**config.mk**
```make
export PLATFORM = sky130hd
export DESIGN_NAME = acc_alu_zf
export DESIGN_NICKNAME = d
export VERILOG_FILES = /design/src/rtl/acc_alu_pkg.sv /design/src/rtl/acc_alu_addsub.sv /design/src/rtl/acc_alu_bitwise.sv /design/src/rtl/acc_alu_zero_det.sv /design/src/rtl/acc_alu_zf.sv
export SDC_FILE = /design/constraint.sdc
export NUM_CORES = 1
export LEC_CHECK = 0
export BUFFER_PORTS_ARGS = -buffer_cell sky130_fd_sc_hd__buf_2
export CAP_MARGIN = 15
export CORE_MARGIN = 10
export CORE_UTILIZATION = 51
export CTS_CLUSTER_SIZE = 10
export DETAILED_ROUTE_END_ITERATION = 16
export GPL_ROUTABILITY_DRIVEN = 0
export PLACE_DENSITY = 0.79
export SLEW_MARGIN = 20
export SYNTH_ARGS = -nofsm -noshare
export SYNTH_HDL_FRONTEND = slang
export SYNTH_SLANG_ARGS = --single-unit
```
**constraint.sdc**
```tcl
create_clock -name clk -period 9.21 [get_ports clk]
set_input_delay 1.3815 -clock clk [delete_from_list [all_inputs] [get_ports clk]]
set_output_delay 1.3815 -clock clk [all_outputs]
set_load 0.01 [all_outputs]
```
**src/rtl/acc_alu_pkg.sv**
```systemverilog
package acc_alu_pkg;
   localparam int OP_W = 4;

   typedef enum logic [OP_W-1:0] {
      OP_ADD  = 4'h8,
      OP_SUB  = 4'h9,
      OP_INC  = 4'hA,
      OP_IMM  = 4'hB,
      OP_AND  = 4'hC,
      OP_OR   = 4'hD,
      OP_XOR  = 4'hE,
      OP_NOT  = 4'hF
   } alu_op_e;

   // ALU-class codes have the top select bit set
   function automatic logic is_alu_class(input logic [OP_W-1:0] sel);
      return sel[OP_W-1];
   endfunction
endpackage

```
**src/rtl/acc_alu_addsub.sv**
```systemverilog
module acc_alu_addsub
   import acc_alu_pkg::*;
#(
   parameter int DATA_W       = 8,
   parameter bit RIPPLE_CHAIN = 1'b1
) (
   input  logic [DATA_W-1:0] opa,
   input  logic [DATA_W-1:0] opb,
   input  logic [OP_W-1:0]   sel,
   output logic [DATA_W-1:0] sum
);
   logic [DATA_W-1:0] b_eff;
   logic              cin;

   // operand conditioning: subtract inverts B and injects a carry
   always_comb begin
      b_eff = opb;
      cin   = 1'b0;
      case (sel)
         OP_SUB: begin
            b_eff = ~opb;
            cin   = 1'b1;
         end
         OP_INC: begin
            b_eff = '0;
            cin   = 1'b1;
         end
         default: begin
            b_eff = opb;
            cin   = 1'b0;
         end
      endcase
   end

   generate
      if (RIPPLE_CHAIN) begin : g_ripple
         logic [DATA_W:0] carry;
         assign carry[0] = cin;
         for (genvar k = 0; k < DATA_W; k++) begin : g_bit
            assign sum[k]     = opa[k] ^ b_eff[k] ^ carry[k];
            assign carry[k+1] = (opa[k] & b_eff[k]) | (carry[k] & (opa[k] ^ b_eff[k]));
         end
      end else begin : g_behav
         assign sum = opa + b_eff + {{(DATA_W-1){1'b0}}, cin};
      end
   endgenerate
endmodule

```
**src/rtl/acc_alu_bitwise.sv**
```systemverilog
module acc_alu_bitwise
   import acc_alu_pkg::*;
#(
   parameter int DATA_W = 8
) (
   input  logic [DATA_W-1:0] opa,
   input  logic [DATA_W-1:0] opb,
   input  logic [OP_W-1:0]   sel,
   output logic [DATA_W-1:0] res
);
   always_comb begin
      case (sel)
         OP_AND:  res = opa & opb;
         OP_OR:   res = opa | opb;
         OP_XOR:  res = opa ^ opb;
         OP_NOT:  res = ~opa;
         default: res = '0;
      endcase
   end
endmodule

```
**src/rtl/acc_alu_zero_det.sv**
```systemverilog
module acc_alu_zero_det #(
   parameter int DATA_W = 8
) (
   input  logic [DATA_W-1:0] val,
   output logic              is_zero
);
   localparam int LVLS = $clog2(DATA_W);
   localparam int PADW = 1 << LVLS;

   // OR-reduction tree over a power-of-two padded vector
   logic [PADW-1:0] lvl [LVLS+1];
   assign lvl[0] = {{(PADW-DATA_W){1'b0}}, val};

   generate
      for (genvar s = 0; s < LVLS; s++) begin : g_lvl
         localparam int NODES = PADW >> (s + 1);
         for (genvar n = 0; n < PADW; n++) begin : g_node
            if (n < NODES) begin : g_or
               assign lvl[s+1][n] = lvl[s][2*n] | lvl[s][2*n+1];
            end else begin : g_pad
               assign lvl[s+1][n] = 1'b0;
            end
         end
      end
   endgenerate

   assign is_zero = ~lvl[LVLS][0];
endmodule

```
**src/rtl/acc_alu_zf.sv**
```systemverilog
module acc_alu_zf
   import acc_alu_pkg::*;
#(
   parameter int DATA_W       = 8,
   parameter bit RIPPLE_CHAIN = 1'b1,
   parameter bit Z_RESET_VAL  = 1'b0
) (
   input  logic              clk,
   input  logic              rst_n,
   input  logic              flag_load,
   input  logic [3:0]        op_sel,
   input  logic [DATA_W-1:0] acc_in,
   input  logic [DATA_W-1:0] reg_in,
   input  logic [DATA_W-1:0] imm_in,
   output logic [DATA_W-1:0] result_out,
   output logic              zero_out,
   output logic              z_flag
);
   generate
      if (DATA_W < 2) begin : g_bad_width
         $error("acc_alu_zf: DATA_W must be at least 2");
      end
      if (OP_W != 4) begin : g_bad_opw
         $error("acc_alu_zf: select width must be 4");
      end
   endgenerate

   logic [DATA_W-1:0] arith_res;
   logic [DATA_W-1:0] logic_res;
   logic              z_next;

   acc_alu_addsub #(.DATA_W(DATA_W), .RIPPLE_CHAIN(RIPPLE_CHAIN)) u_addsub (
      .opa (acc_in),
      .opb (reg_in),
      .sel (op_sel),
      .sum (arith_res)
   );

   acc_alu_bitwise #(.DATA_W(DATA_W)) u_bitwise (
      .opa (acc_in),
      .opb (reg_in),
      .sel (op_sel),
      .res (logic_res)
   );

   // final select: arithmetic group 8..A, immediate B, logic group C..F
   always_comb begin
      case (op_sel)
         OP_ADD, OP_SUB, OP_INC:         result_out = arith_res;
         OP_IMM:                         result_out = imm_in;
         OP_AND, OP_OR, OP_XOR, OP_NOT:  result_out = logic_res;
         default:                        result_out = acc_in;
      endcase
   end

   acc_alu_zero_det #(.DATA_W(DATA_W)) u_zdet (
      .val     (result_out),
      .is_zero (zero_out)
   );

   assign z_next = (flag_load && is_alu_class(op_sel)) ? zero_out : z_flag;

   always_ff @(posedge clk or negedge rst_n) begin
      if (!rst_n) z_flag <= Z_RESET_VAL;
      else        z_flag <= z_next;
   end
endmodule

```
==> impl_metrics.env <==
export IMPL_status="finished clean"
export IMPL_worst_pin_slew_ps=715
export IMPL_power_density_nw_per_um2=54.7
export IMPL_grt_max_degree=39
export IMPL_async_flop_share=1.00
export IMPL_drtAntennaViolNets=0
export IMPL_max_freq_mhz=127
export IMPL_critPathSlowestCell="or4_1"
export IMPL_synth_area_leaders="ha_1, fa_1, inv_1"
export IMPL_cpMostUsedCell="fa_1"
export IMPL_syn_inst=158
export IMPL_synth_area_per_cell_um2=7.68
export IMPL_grt_overflow_total=0
export IMPL_place_hpwl_um=2670
export IMPL_yosysTopAreaCellShare=0.165
export IMPL_synth_edf_count=0
export IMPL_vias=1247
export IMPL_synth_seq_cells=1
export IMPL_dr_pass1_iters=4
export IMPL_setup_worst_path_end_class="output port"
export IMPL_syn2layout_area_growth_pct=15.4
export IMPL_power_frac_seq=0.059
export IMPL_cts_resized=0
export IMPL_grt_pass1_wl_um=5420
export IMPL_nets=245
export IMPL_drv_slew=0
export IMPL_crit_fanout=16
export IMPL_row_count=17
export IMPL_yosysTopAreaCell="ha_1"
export IMPL_reg_largest_list="z_flag: 1 flops"
export IMPL_grt_pass1_vias=1236
export IMPL_path_class="in -> out"
export IMPL_hold_viol=0
export IMPL_post_cts_buffers=0
export IMPL_syn_area_um2=1210
export IMPL_drv_cap=0
export IMPL_vdd_drop_max_mv=0.0338
export IMPL_grt_antenna_before_repair=0
export IMPL_wl_um=3260
export IMPL_crit_family="adder cells"
export IMPL_die_x_um=68.8
export IMPL_synth_nets=212
export IMPL_initial_core_util=0.543
export IMPL_start_kind="primary input"
export IMPL_setup_viol=0
export IMPL_n_fill_cell=205
export IMPL_fin_crit_sh=0.857
export IMPL_rsz0062_at_grt="no"
export IMPL_clkLatencyLatePin_ps=0
export IMPL_critPathArrivalTime_ps=6510
export IMPL_whs_ps=475
export IMPL_regMostFlops="z_flag"
export IMPL_crit_chain="buf_2 > nor2b_1 > o21ai_1 > nand2_1 > o21ai_0 > fa_1 > fa_1 > fa_1 > fa_1 > inv_1 > fa_1 > inv_1 > fa_1 > a21boi_0 > o21ai_0 > o211ai_1 > or4_1 > or4_4 > nor2_1 > buf_2"
export IMPL_cp_slowest_stage_delay_ps=550
export IMPL_postCtsHoldBufs=0
export IMPL_largest_register_ffs=1
export IMPL_synth_seq_area_share=0.0206
export IMPL_drc=0
export IMPL_core_um2=2230
export IMPL_power_switching_share=0.516
export IMPL_antennaDiodeCount=0
export IMPL_ys_flop_type="dfrtp_1"
export IMPL_post_synth_num_cell_types=39
export IMPL_leakagePower_nw=0.745
export IMPL_cp_required_ps=7830
export IMPL_die_area_um2=4730
export IMPL_finalPower_mw=0.0766
export IMPL_fin_setup_tns_ps=0
export IMPL_layout_min_cycle_time_ps=7900
export IMPL_via_per_inst=5.75
export IMPL_p_int_mw=0.0370
export IMPL_dieHeight_um=68.8
export IMPL_hold_class="reg -> reg"
export IMPL_clk_pin_slew_ps=0
export IMPL_clockPowerShare=0
export IMPL_mostFrequentLayoutCells="buf_2, inv_1, ha_1"
export IMPL_layout_drive_gt1_share=0.259
export IMPL_io_buffers=40
export IMPL_gr_usage_all_layers=0.138
export IMPL_relSlewSlack=0.523
export IMPL_final_common_cell="buf_2"
export IMPL_skew_ps=0
export IMPL_critical_path_buf_inv_count=4
export IMPL_power_frac_comb=0.941
export IMPL_yosysWarnings=0
export IMPL_p_sw_mw=0.0395
export IMPL_wl_per_cell_um=15.0
export IMPL_ios=41
export IMPL_drt_iter0_markers=54
Yosys cell counts, types with 2 or more instances:
cell,number
o211ai_1,5
fa_1,7
o22ai_1,3
buf_2,2
ha_1,16
a21o_1,2
o21ai_0,13
nand2b_1,4
xnor2_1,3
inv_1,25
nand3_1,3
mux4_2,3
nor3_1,7
clkbuf_1,2
buf_1,2
a21oi_1,10
a21boi_0,2
mux2i_1,9
nor2_1,5
nand2_1,13
and3_1,3
nand3b_1,2
worst paths after layout:
kind                           start       end  slack [ps]  cells past startpoint
max                        op_sel[3]  zero_out        1310                     20
min                           z_flag    z_flag         480                      2
max reg2reg                   z_flag    z_flag        8590                      2
min reg2reg                   z_flag    z_flag         480                      2
max in group asynchronous      rst_n    z_flag        7970                      1
min in group asynchronous      rst_n    z_flag        1160                      1
through the flow:
step	worst slack, ps	area (um^2)	util	std cells
2_1_floorplan	1640	1210	-	158
3_3_place_gp	1470	1400	0.627	217
3_5_place_dp	1330	1400	0.627	217
4_1_cts	1320	1400	0.627	217
5_1_grt	957	1400	0.627	217
6_report	1310	1400	0.627	217
worst register-to-register path, stage by stage (launching register included):
cell and delay [ps]:
dfrtp_1 350, nand2_1 70, o31ai_2 60
layout make-up:
type                    count  area [um^2]  share of cell area
multi-input cells         122         1040               0.744
repair buffers             40          200               0.143
well taps                  28         35.0              0.0250
inverters                  26         97.6              0.0697
flip-flops and latches      1         25.0              0.0179
per-layer routing:
| layer | wire length (um) | GRT usage | up-vias |
|---|---|---|---|
| met5 | 0 | 0 | - |
| met4 | 21 | 0.0148 | 0 |
| met3 | 179 | 0.00644 | 2 |
| met2 | 1820 | 0.280 | 34 |
| met1 | 1240 | 0.156 | 593 |
| li1 | - | - | 618 |
logic make-up (layout without fill, tap and decap cells):
group,after synthesis,after routing,synth area share
and+or+nand+nor,40,40,0.166
DFF,1,1,0.0206
xor gates and xnor gates,3,3,0.0217
buffers and inverters,35,66,0.121
muxes,14,14,0.164
adders and majority gates,23,23,0.280
AOI/OAI and AO/OA,42,42,0.227
power groups by stage:
| stage | Sequential (mW) | Clock, mW | Combinational, mW |
|---|---|---|---|
| 2_1_floorplan | 0.00459 | 0 | 0.0487 |
| 3_3_place_gp | 0.00455 | 0 | 0.0695 |
| 3_5_place_dp | 0.00456 | 0 | 0.0726 |
| 4_1_cts | 0.00456 | 0 | 0.0729 |
| 5_1_grt | 0.00456 | 0 | 0.0816 |
| 6_report | 0.00455 | 0 | 0.0720 |
Power figures use the tool's default switching activity.
